**config.mk**
```make
export PLATFORM = sky130hd
export DESIGN_NAME = dma_csr_regs
export DESIGN_NICKNAME = d
export VERILOG_FILES = /design/src/rtl/dma_csr_pkg.sv /design/src/rtl/dma_csr_decode.sv /design/src/rtl/dma_csr_status.sv /design/src/rtl/dma_csr_ptr.sv /design/src/rtl/dma_csr_regs.sv
export SDC_FILE = /design/constraint.sdc
export NUM_CORES = 1
export LEC_CHECK = 0
export CAP_MARGIN = 40
export CORE_ASPECT_RATIO = 1.5
export CORE_MARGIN = 5
export CORE_UTILIZATION = 33
export CTS_CLUSTER_SIZE = 12
export DETAILED_ROUTE_END_ITERATION = 16
export DONT_BUFFER_PORTS = 1
export SKIP_CTS_REPAIR_TIMING = 1
export SYNTH_ARGS = -nofsm -noshare
export SYNTH_HDL_FRONTEND = slang
export SYNTH_SLANG_ARGS = --single-unit
```
**constraint.sdc**
```tcl
create_clock -name clk -period 2.4 [get_ports clk]
set_input_delay 0.48 -clock clk [delete_from_list [all_inputs] [get_ports clk]]
set_output_delay 0.48 -clock clk [all_outputs]
set_load 0.02 [all_outputs]
```
**src/rtl/dma_csr_pkg.sv**
```systemverilog
package dma_csr_pkg;

  localparam int DATA_W = 32;
  localparam int NUM_EV = 3;
  localparam int IDX_W  = 4;

  typedef enum logic [IDX_W-1:0] {
    IDX_VERSION = 4'd0,
    IDX_CTRL    = 4'd1,
    IDX_STATUS  = 4'd2,
    IDX_IEN     = 4'd3,
    IDX_BUSMODE = 4'd4,
    IDX_TXPOLL  = 4'd5,
    IDX_RXBASE  = 4'd6,
    IDX_TXBASE  = 4'd7,
    IDX_RXCUR   = 4'd8,
    IDX_TXCUR   = 4'd9
  } reg_idx_e;

  localparam int LAST_IDX = 9;

  localparam logic [DATA_W-1:0] VERSION_ID = 32'h0000_1012;

  // status bit positions
  localparam int ST_TX_DONE  = 0;
  localparam int ST_RX_DONE  = 6;
  localparam int ST_RX_NOBUF = 7;
  localparam int ST_ABNORMAL = 15;
  localparam int ST_NORMAL   = 16;

  // control and bus mode bit positions
  localparam int CTL_RX_EN   = 1;
  localparam int CTL_TX_GO   = 13;
  localparam int BM_SOFT_RST = 0;

  // event order in the strobe vector
  localparam int EV_TX_DONE  = 0;
  localparam int EV_RX_DONE  = 1;
  localparam int EV_RX_NOBUF = 2;

  typedef struct packed {
    logic ctrl;
    logic status;
    logic ien;
    logic busmode;
    logic txpoll;
    logic rxbase;
    logic txbase;
    logic rxcur;
    logic txcur;
  } wr_strobe_t;

  function automatic logic [DATA_W-1:0] ev_set_mask(input int ev);
    logic [DATA_W-1:0] m;
    m = '0;
    case (ev)
      EV_TX_DONE: begin
        m[ST_TX_DONE] = 1'b1;
        m[ST_NORMAL]  = 1'b1;
      end
      EV_RX_DONE: begin
        m[ST_RX_DONE] = 1'b1;
        m[ST_NORMAL]  = 1'b1;
      end
      EV_RX_NOBUF: begin
        m[ST_RX_NOBUF] = 1'b1;
        m[ST_ABNORMAL] = 1'b1;
      end
      default: m = '0;
    endcase
    return m;
  endfunction

endpackage

```
**src/rtl/dma_csr_decode.sv**
```systemverilog
module dma_csr_decode
  import dma_csr_pkg::*;
#(
  parameter int ADDR_W = 6
) (
  input  logic              req_valid,
  input  logic              req_we,
  input  logic [ADDR_W-1:0] req_addr,
  output wr_strobe_t        wr,
  output logic              rd_req,
  output logic              rd_mapped,
  output reg_idx_e          rd_sel
);

  localparam int WORD_W = ADDR_W - 2;

  logic [WORD_W-1:0] word;
  logic              mapped;
  logic              do_wr;
  reg_idx_e          sel;
  logic              unused_lo;

  assign word      = req_addr[ADDR_W-1:2];
  assign unused_lo = ^req_addr[1:0];
  assign mapped    = (word <= WORD_W'(LAST_IDX));
  assign sel       = reg_idx_e'(word[IDX_W-1:0]);
  assign do_wr     = req_valid && req_we && mapped;

  assign rd_req    = req_valid && !req_we;
  assign rd_mapped = mapped;
  assign rd_sel    = sel;

  always_comb begin
    wr = '0;
    if (do_wr) begin
      case (sel)
        IDX_CTRL:    wr.ctrl    = 1'b1;
        IDX_STATUS:  wr.status  = 1'b1;
        IDX_IEN:     wr.ien     = 1'b1;
        IDX_BUSMODE: wr.busmode = 1'b1;
        IDX_TXPOLL:  wr.txpoll  = 1'b1;
        IDX_RXBASE:  wr.rxbase  = 1'b1;
        IDX_TXBASE:  wr.txbase  = 1'b1;
        IDX_RXCUR:   wr.rxcur   = 1'b1;
        IDX_TXCUR:   wr.txcur   = 1'b1;
        default:     wr = '0;
      endcase
    end
  end

endmodule

```
**src/rtl/dma_csr_status.sv**
```systemverilog
module dma_csr_status
  import dma_csr_pkg::*;
#(
  parameter int W   = DATA_W,
  parameter int NEV = NUM_EV
) (
  input  logic           clk,
  input  logic           rst_n,
  input  logic [NEV-1:0] ev,
  input  logic           clr_we,
  input  logic [W-1:0]   clr_mask,
  output logic [W-1:0]   status_q
);

  logic [W-1:0] set_v;

  always_comb begin
    set_v = '0;
    for (int e = 0; e < NEV; e++) begin
      if (ev[e]) set_v = set_v | W'(ev_set_mask(e));
    end
  end

  for (genvar b = 0; b < W; b++) begin : g_bit
    always_ff @(posedge clk or negedge rst_n) begin
      if (!rst_n) begin
        status_q[b] <= 1'b0;
      end else if (set_v[b]) begin
        status_q[b] <= 1'b1;
      end else if (clr_we && clr_mask[b]) begin
        status_q[b] <= 1'b0;
      end
    end
  end

endmodule

```
**src/rtl/dma_csr_ptr.sv**
```systemverilog
module dma_csr_ptr #(
  parameter int W = 32
) (
  input  logic         clk,
  input  logic         rst_n,
  input  logic         base_we,
  input  logic         cur_we,
  input  logic [W-1:0] wdata,
  output logic [W-1:0] base_q,
  output logic [W-1:0] cur_q
);

  always_ff @(posedge clk or negedge rst_n) begin
    if (!rst_n) begin
      base_q <= '0;
      cur_q  <= '0;
    end else if (base_we) begin
      base_q <= wdata;
      cur_q  <= wdata;
    end else if (cur_we) begin
      cur_q  <= wdata;
    end
  end

endmodule

```
**src/rtl/dma_csr_regs.sv**
```systemverilog
module dma_csr_regs
  import dma_csr_pkg::*;
#(
  parameter int ADDR_W = 6
) (
  input  logic              clk,
  input  logic              rst_n,
  input  logic              req_valid,
  input  logic              req_we,
  input  logic [ADDR_W-1:0] req_addr,
  input  logic [DATA_W-1:0] req_wdata,
  output logic              rd_valid,
  output logic [DATA_W-1:0] rd_data,
  input  logic              ev_tx_done,
  input  logic              ev_rx_done,
  input  logic              ev_rx_nobuf,
  output logic              irq,
  output logic              rx_enable,
  output logic              tx_go,
  output logic              tx_poll,
  output logic [DATA_W-1:0] rx_desc_ptr,
  output logic [DATA_W-1:0] tx_desc_ptr
);

  localparam int NUM_CH = 2;
  localparam int CH_RX  = 0;
  localparam int CH_TX  = 1;

  wr_strobe_t        wr;
  logic              rd_req;
  logic              rd_mapped;
  reg_idx_e          rd_sel;
  logic [NUM_EV-1:0] ev_vec;

  logic [DATA_W-1:0] status_q;
  logic [DATA_W-1:0] ien_q;
  logic [DATA_W-1:0] ctrl_q;
  logic [DATA_W-1:0] busmode_q;
  logic              tx_poll_q;
  logic              rd_valid_q;
  logic [DATA_W-1:0] rd_data_q;
  logic [DATA_W-1:0] rd_mux;

  logic [NUM_CH-1:0] base_we;
  logic [NUM_CH-1:0] cur_we;
  logic [DATA_W-1:0] base_q [NUM_CH];
  logic [DATA_W-1:0] cur_q  [NUM_CH];

  dma_csr_decode #(.ADDR_W(ADDR_W)) u_dec (
    .req_valid (req_valid),
    .req_we    (req_we),
    .req_addr  (req_addr),
    .wr        (wr),
    .rd_req    (rd_req),
    .rd_mapped (rd_mapped),
    .rd_sel    (rd_sel)
  );

  always_comb begin
    ev_vec              = '0;
    ev_vec[EV_TX_DONE]  = ev_tx_done;
    ev_vec[EV_RX_DONE]  = ev_rx_done;
    ev_vec[EV_RX_NOBUF] = ev_rx_nobuf;
  end

  dma_csr_status #(.W(DATA_W), .NEV(NUM_EV)) u_status (
    .clk      (clk),
    .rst_n    (rst_n),
    .ev       (ev_vec),
    .clr_we   (wr.status),
    .clr_mask (req_wdata),
    .status_q (status_q)
  );

  assign base_we[CH_RX] = wr.rxbase;
  assign base_we[CH_TX] = wr.txbase;
  assign cur_we[CH_RX]  = wr.rxcur;
  assign cur_we[CH_TX]  = wr.txcur;

  for (genvar c = 0; c < NUM_CH; c++) begin : g_ch
    dma_csr_ptr #(.W(DATA_W)) u_ptr (
      .clk     (clk),
      .rst_n   (rst_n),
      .base_we (base_we[c]),
      .cur_we  (cur_we[c]),
      .wdata   (req_wdata),
      .base_q  (base_q[c]),
      .cur_q   (cur_q[c])
    );
  end

  always_ff @(posedge clk or negedge rst_n) begin
    if (!rst_n) begin
      ctrl_q    <= '0;
      ien_q     <= '0;
      busmode_q <= '0;
      tx_poll_q <= 1'b0;
    end else begin
      if (wr.ctrl) ctrl_q <= req_wdata;
      if (wr.ien)  ien_q  <= req_wdata;
      if (wr.busmode) begin
        busmode_q              <= req_wdata;
        busmode_q[BM_SOFT_RST] <= 1'b0;
      end
      tx_poll_q <= wr.txpoll;
    end
  end

  always_comb begin
    rd_mux = '0;
    if (rd_mapped) begin
      case (rd_sel)
        IDX_VERSION: rd_mux = VERSION_ID;
        IDX_CTRL:    rd_mux = ctrl_q;
        IDX_STATUS:  rd_mux = status_q;
        IDX_IEN:     rd_mux = ien_q;
        IDX_BUSMODE: rd_mux = busmode_q;
        IDX_TXPOLL:  rd_mux = '0;
        IDX_RXBASE:  rd_mux = base_q[CH_RX];
        IDX_TXBASE:  rd_mux = base_q[CH_TX];
        IDX_RXCUR:   rd_mux = cur_q[CH_RX];
        IDX_TXCUR:   rd_mux = cur_q[CH_TX];
        default:     rd_mux = '0;
      endcase
    end
  end

  always_ff @(posedge clk or negedge rst_n) begin
    if (!rst_n) begin
      rd_valid_q <= 1'b0;
      rd_data_q  <= '0;
    end else begin
      rd_valid_q <= rd_req;
      rd_data_q  <= rd_req ? rd_mux : '0;
    end
  end

  assign rd_valid    = rd_valid_q;
  assign rd_data     = rd_data_q;
  assign irq         = |(status_q & ien_q);
  assign rx_enable   = ctrl_q[CTL_RX_EN];
  assign tx_go       = ctrl_q[CTL_TX_GO];
  assign tx_poll     = tx_poll_q;
  assign rx_desc_ptr = cur_q[CH_RX];
  assign tx_desc_ptr = cur_q[CH_TX];

endmodule

```
# After elaboration in Yosys (flattened, before gate mapping)
# Cells that the tools add are included.
# classes
magnitude_cmp	1
n_eq_ne	9
n_mux	88
bitwise	3
reduce_logical	72
# ops
operator	n
$pmux W32 S9	1
$mux W32	8
$mux W1	75
$reduce_bool A2 Y1	34
$or A32 B32 Y32	2
$mux W30	2
$logic_and A1 B1 Y1	35
$and A32 B32 Y32	1
$reduce_or A32 Y1	1
$mux W17	1
$eq A4 B3 Y1 const B	4
$mux W9	1
$eq A4 B2 Y1 const B	2
$eq A4 B4 Y1 const B	2
$eq A4 B1 Y1 const B	1
$le A4 B4 Y1 const B	1
$logic_not A4 Y1	1
$logic_not A1 Y1	1
# word_totals
ff_bits	289
in_bits	45
output_inout_bits	101
word_cells	215

# Longest topological paths before layout
# Gate-level depths: netlist (run 1).
# logic_depth
word_depth	6
mapped_depth	7
mapped_depth_nobuf	4

# Modules after synthesis
# From an unflattened synthesis (run 1), not the netlist that was laid out.
# hier_totals
hier_cells	812
area_unflattened_um2	11996.5
# by_module_without_submodules
mod	instances	cells_each	area_per_inst_um2	seq_area_each_um2
dma_csr_regs	1	476	6361.1	3228.1
dma_csr_ptr	2	136	2552.4	1601.5
dma_csr_status	1	43	389.1	125.1
dma_csr_decode	1	21	141.4	0.0

# Worst setup path after synthesis (run 1)
# No wires, ideal clock.
# synth_path
path_kind	input port to flip-flop
startpoint	input port req_addr[5]
endpoint	register busmode_q[10]
setup_time_ns	0.125
arrival_ns	1.756
t_required_ns	2.275
setup_slack_ns	0.519
path_stages	6
path_buffers	2
path_cell_list	buf_2 -> and2b_2 -> nand3_2 -> nor3_2 -> buf_4 -> mux2_2
# synth_between
elab_chain_cells	3
elab_cells_between_ends	5
classes_between	order compare: 1; eq/ne: 1; mux: 2; reduce/logical: 1
# synth_lines
element	line_no	source
from (decl)	dma_csr_regs.sv:10	input logic [ADDR_W-1:0] req_addr,
$le A4 B4 Y1 / $eq A4 B3 Y1 (equally long branches)	dma_csr_decode.sv:25, dma_csr_decode.sv:36	
$logic_and A1 B1 Y1 / $mux W1 (equally long branches)	dma_csr_decode.sv:27, dma_csr_decode.sv:36	
$mux W9 (*)	dma_csr_decode.sv:35	if (do_wr) begin
to (signal assigned)	dma_csr_regs.sv:102	busmode_q <= req_wdata;
to (decl)	dma_csr_regs.sv:38	logic [DATA_W-1:0] busmode_q;
# Mark *: on every way between the ends. The rest lies on a longest branch, timed or not.
# A chain may end at the register's enable or synchronous reset.

# Final worst setup path (run 1)
# layout_path
startpoint	register u_status.status_q[16]
endpoint	output port irq
# layout_between
elab_chain_cells	2
# layout_lines
element	line_no	source
from (decl)	dma_csr_status.sv:12	output logic [W-1:0] status_q
from (signal, indexed assignment)	dma_csr_status.sv:27	status_q[b] <= 1'b0;
from (signal, indexed assignment)	dma_csr_status.sv:29	status_q[b] <= 1'b1;
from (signal, indexed assignment)	dma_csr_status.sv:31	status_q[b] <= 1'b0;
$and A32 B32 Y32	dma_csr_regs.sv:140	assign irq = |(status_q & ien_q);
$reduce_or A32 Y1	dma_csr_regs.sv:140	
to (decl)	dma_csr_regs.sv:17	output logic irq,
# No other way between the ends.

==> results of run 1 <==
-- synth_stat cells (3+ instances only) --
master	number	area [µm²]
nor2_1	9	33.8
a222oi_1	23	230
mux2_2	219	2470
clkbuf_1	22	82.6
a22o_1	47	412
dfrtp_1	262	6560
mux2_1	27	304
a21oi_1	26	130
inv_1	4	15.0
and3b_1	3	26.3
buf_2	17	85.1
a31oi_1	4	25.0
and3_1	3	18.8
nor3_2	3	30.0
o21ai_0	4	20.0
a22oi_1	13	97.6
buf_4	10	75.1
nand3_1	3	15.0
a21o_1	7	52.6
o22a_1	5	43.8
nand2_1	35	131
mux2i_1	11	110
o221a_2	4	45.0
buf_6	9	101
nor2b_1	8	50.1
-- final timing paths --
path                                         start                       to  slack, ns  cells after the start
max                          u_status.status_q[16]                      irq       0.38                      2
min                                          rst_n               rd_data[9]      -0.36                      0
max reg2reg                g_ch[1].u_ptr.cur_q[30]              rd_data[30]       1.00                      4
min reg2reg                g_ch[1].u_ptr.base_q[5]  g_ch[1].u_ptr.base_q[5]       0.48                      1
max in group asynchronous                    rst_n              rd_data[29]       2.04                      0
min in group clk                        ev_tx_done     u_status.status_q[0]       0.03                      1
-- final cells by class --
type                            instances  area [µm²]
Inverter                                4        15.0
Clock buffer                           36         728
Multi-Input combinational cell        485        4570
Sequential cell                       262        6560
Fill cell                            3305       21600
Clock inverter                          1        16.3
Tap cell                              425         532
Timing Repair Buffer                   30         305
-- cell families (layout without fill, tap and decap cells) --
| kind of cell | after synthesis | after routing |
|---|---|---|
| AOI/OAI and AO/OA | 144 | 144 |
| muxes | 257 | 257 |
| DFF | 262 | 262 |
| and+or+nand+nor | 84 | 84 |
| buffers and inverters | 63 | 71 |
-- worst reg2reg max path, stage by stage, from the launching register on --
cell	delay, ns
dfrtp_1	0.53
mux2i_1	0.13
o32ai_1	0.27
a31oi_1	0.06
a21oi_1	0.29
-- report_power, final --
| part | leakage, nW | internal [mW] | switching (mW) |
|---|---|---|---|
| Sequential | 3.33 | 5.23 | 0.992 |
| Combinational | 1.83 | 0.830 | 0.446 |
| Clock | 0.363 | 2.08 | 1.65 |
| Total | 5.53 | 8.14 | 3.09 |
-- sequential cells by signal, indices dropped and copies added, names as in the netlist, 5 cells and up --
register,cells
rd_data,32
ien_q,32
g_ch.u_ptr.cur_q,64
ctrl_q,32
busmode_q,31
u_status.status_q,5
g_ch.u_ptr.base_q,64
-- layer usage --
| layer | share of wire, % | vias up |
|---|---|---|
| met5 | 0 | - |
| li1 | - | 3009 |
| met2 | 51 | 196 |
| met1 | 38 | 3700 |
| met3 | 7.2 | 53 |
| met4 | 3.6 | 0 |
-- stage by stage --
step / std cells / setup slack [ns] / cell area, µm²
2_1_floorplan: 810 / 0.519 / 11400
3_3_place_gp: 1204 / 0.347 / 12000
3_5_place_dp: 1204 / 0.326 / 12000
4_1_cts: 1241 / 0.351 / 12700
5_1_grt: 1243 / 0.296 / 12700
6_report: 1243 / 0.377 / 12700
==> results.tsv, run 1 <==
metric	value	unit
status	finished with violations	
violations	hold timing	
worstMarginPinSlew	0.851	ns
synth_mux_area_share	25.2	%
cp_max_fo	3	
grt_use_met1	19.1	%
path_cells	a222oi_1 -> nand2_1	
fp.dieH	238	µm
hold_viol_final	262	
synth_edf_count	0	
cpMaxStageDelayCell	dfrtp_1	
clk_pin_slew	0.06	ns
slew_headroom	43.3	%
grt_use_met2	28.0	%
antenna_found_initial	0	
cts.sinks	262	
crit_required	1.92	ns
syn_inst	810	
hpwl	20400	µm
synth_area_per_cell	14.1	µm²
rsz0062_at_grt	no	
io_buffers	0	
grt_pass1_vias	7442	
grtUsageMet3	4.22	%
cts_tree	built	
num_rows	83	
nNetsFinal	854	
worstSetupEndpointType	primary output	
core	34300	µm²
synth_top_family_by_area	multiplexers	
arrival	1.54	ns
synth_compound_area_share	10.1	%
ir_worst_vdd	0.450	mV
vias	6958	
synth_xor_area_share	0	%
clk_latency	0.55	ns
fin_skew	0.0250	ns
grt_max_degree	263	
drcViolationCount	0	
syn_area	11400	µm²
cts_buffers	26	
cts-root-buf	clkbuf_16	
synthSimpleGateAreaFrac	4.10	%
first_pass_iters	5	
finalCritPeriodShare	84.3	%
antennaDiodeCount	0	
gp_congestion	0.786	
grt_usage	16.1	%
start_kind	register	
areaGrowthSynthToFinish	11.4	%
ys_ff_latch	262	
p_leak	5.53	nW
period_needed	2.02	ns
layout_common_cells	262 x dfrtp_1, 219 x mux2_2, 47 x a22o_1	
cts_buffer_depth	3	
start_util	33.3	%
power.total	11.2	mW
fin_util	37.1	%
final_common_cell	dfrtp_1	
drv_cap	0	
grt_pass1_wl	47800	µm
yosysSeqAreaShare	57.4	%
htreeDepth	1	
wl_per_cell	25.3	µm
critPathTopFamily	flip-flops	
fmax	0.494	GHz
synthDistinctLibCells	51	
viasPerCell	5.60	
yosys_warnings	0	
crit_buf_inv	0	
power_density	883	nW/µm²
grt.busiest_layer	met2	
drtIter0Drc	407	
whs	-0.360	ns
slowest_delay	0.41	ns
finalSetupTns	0	ns
crit_type	register to primary output	
synth_top_flop_cell	dfrtp_1	
postRouteAntennaNets	0	
synthAdderAreaFrac	0	%
ios	146	
drt-total-wl	31400	µm
postSynth.asyncResetShare	100	%
setup_violations	0	
dieArea	38500	µm²
slew_violations	0	
die_x	162	µm
hold_path_class	primary input to async pin	
syn-num-nets	855	
gr-total-overflow	0	
drive_above_1_share	37.0	%
(Power assumes the default switching activity.)
==> inputs of run 2 (changes only) <==
- clock period: 2.4 -> 1.66 ns (I/O delays scaled with it)
==> results.tsv, run 2 (synthesis results as in run 1) <==
metric	value	unit	change
power.total	16.4	mW	+46%
die_x	162	µm	unchanged
finalSetupTns	-0.167	ns	-0.167 ns
crit_type	register to primary output		
antennaDiodeCount	0		unchanged
cts-root-buf	clkbuf_16		
vias	7132		+2.5%
whs	-0.504	ns	-0.145 ns
fmax	0.547	GHz	
rsz0062_at_grt	yes		
dieArea	38500	µm²	unchanged
hpwl	20800	µm	+2.1%
gr-total-overflow	0		unchanged
fin_skew	0.0166	ns	-0.00845 ns
layout_common_cells	262 x dfrtp_1, 209 x mux2_2, 47 x a22o_1		
power_density	1220	nW/µm²	+38%
violations	hold timing, setup timing		
wl_per_cell	24.7	µm	-2.1%
finalCritPeriodShare	110	%	
setup_violations	1		+1
fillers	3239		-2.0%
grt_usage	16.2	%	+0.15 points
gp_congestion	0.779		-0.93%
cp_max_fo	3		unchanged
cts.sinks	262		unchanged
worstSetupEndpointType	primary output		
core	34300	µm²	unchanged
clk_pin_slew	0.06	ns	about the same
fin_util	39.3	%	+2.1 points
arrival	1.49	ns	-0.05 ns
status	finished with violations		
slew_violations	0		unchanged
ios	146		unchanged
reg2reg_depth	3		-1
htreeDepth	1		unchanged
clk_latency	0.54	ns	about the same
antenna_found_initial	1		+1
final_cell_count_no_fill	1304		+4.9%
final_area	13500	µm²	+5.8%
start_util	33.3	%	unchanged
grt_pass1_wl	48000	µm	+0.49%
num_rows	83		unchanged
grt_pass1_vias	7328		-1.5%
post-place-ws	-0.153	ns	-0.478 ns
drive_above_1_share	37.4	%	+0.39 points
period_needed	1.83	ns	
crit_required	1.33	ns	-0.59 ns
io_buffers	0		unchanged
ir_worst_vdd	0.668	mV	+49%
startpoint	u_status.status_q[16]		
cts_buffer_depth	3		unchanged
r2r-start	g_ch[0].u_ptr.cur_q[2]		
drv_cap	0		unchanged
start_kind	register		
drt-total-wl	32200	µm	+2.7%
cts_tree	built		
hold_path_class	primary input to async pin		
placement.cell_area	12300	µm²	+2.7%
finalWorstSetupSlack	-0.167	ns	-0.543 ns
p_leak	5.86	nW	+6.0%
viasPerCell	5.47		-2.3%
cts_buffers	26		unchanged
hold_viol_final	263		+0.38%
drcViolationCount	0		unchanged
worstMarginPinSlew	0.858	ns	+0.00698 ns
areaGrowthSynthToFinish	17.8	%	
dp_cells	1224		+1.7%
drtIter0Drc	606		+49%
r2r_end	rd_data[2]		
reg2reg_slack	0.35	ns	-0.65 ns
first_pass_iters	7		+2
slew_headroom	42.7	%	-0.60 points
nNetsFinal	917		+7.4%
fp.dieH	238	µm	unchanged
top_regs	g_ch.u_ptr.base_q: 64 flops, g_ch.u_ptr.cur_q: 64 flops		
final_common_cell	dfrtp_1		
grt_max_degree	263		unchanged
postRouteAntennaNets	0		unchanged
-- run 2: cell count changes in the layout (fill, tap and decap cells not counted), sizes merged --
cell         change
clkbuf           -3
dlygate4sd3     +39
buf             +24
clkinv           +1
-- run 2: area by class of cell --
cell class,count,area (µm²),area share (%)
clock buffer,33,718,5.34
clock inverter,2,10.0,0.0744
inverter,4,15.0,0.112
multi-input combinational,485,4620,34.3
sequential,262,6560,48.7
tap,425,532,3.95
timing repair buffer,93,1000,7.44
-- run 2: report_power, final --
part,internal (mW),total (mW),switching [mW],leakage [nW]
Sequential,7.56,9.00,1.44,3.33
Combinational,1.33,2.09,0.759,2.16
Clock,2.98,5.35,2.36,0.360
Total,11.9,16.4,4.56,5.86
-- run 2: worst max path at each step --
stage          cells past startpoint                       to
2_1_floorplan                      6  g_ch[0].u_ptr.cur_q[28]
3_3_place_gp                       5  g_ch[0].u_ptr.cur_q[20]
3_5_place_dp                       5  g_ch[0].u_ptr.cur_q[16]
4_1_cts                            2                      irq
5_1_grt                            2                      irq
6_report                           2                      irq
-- run 2: routing by layer --
metal | track usage [%] | part of all wire (%) | up-vias
met5 | 0 | 0 | -
met4 | 6.05 | 2.7 | 0
met3 | 4.06 | 7.0 | 41
met2 | 27.5 | 51 | 242
met1 | 20.1 | 40 | 3702
li1 | - | - | 3147
-- run 2: critical path, cell delays in order (launching register included) --
cell and delay (ns):
dfrtp_1 0.41, a222oi_1 0.37, nand2_2 0.18
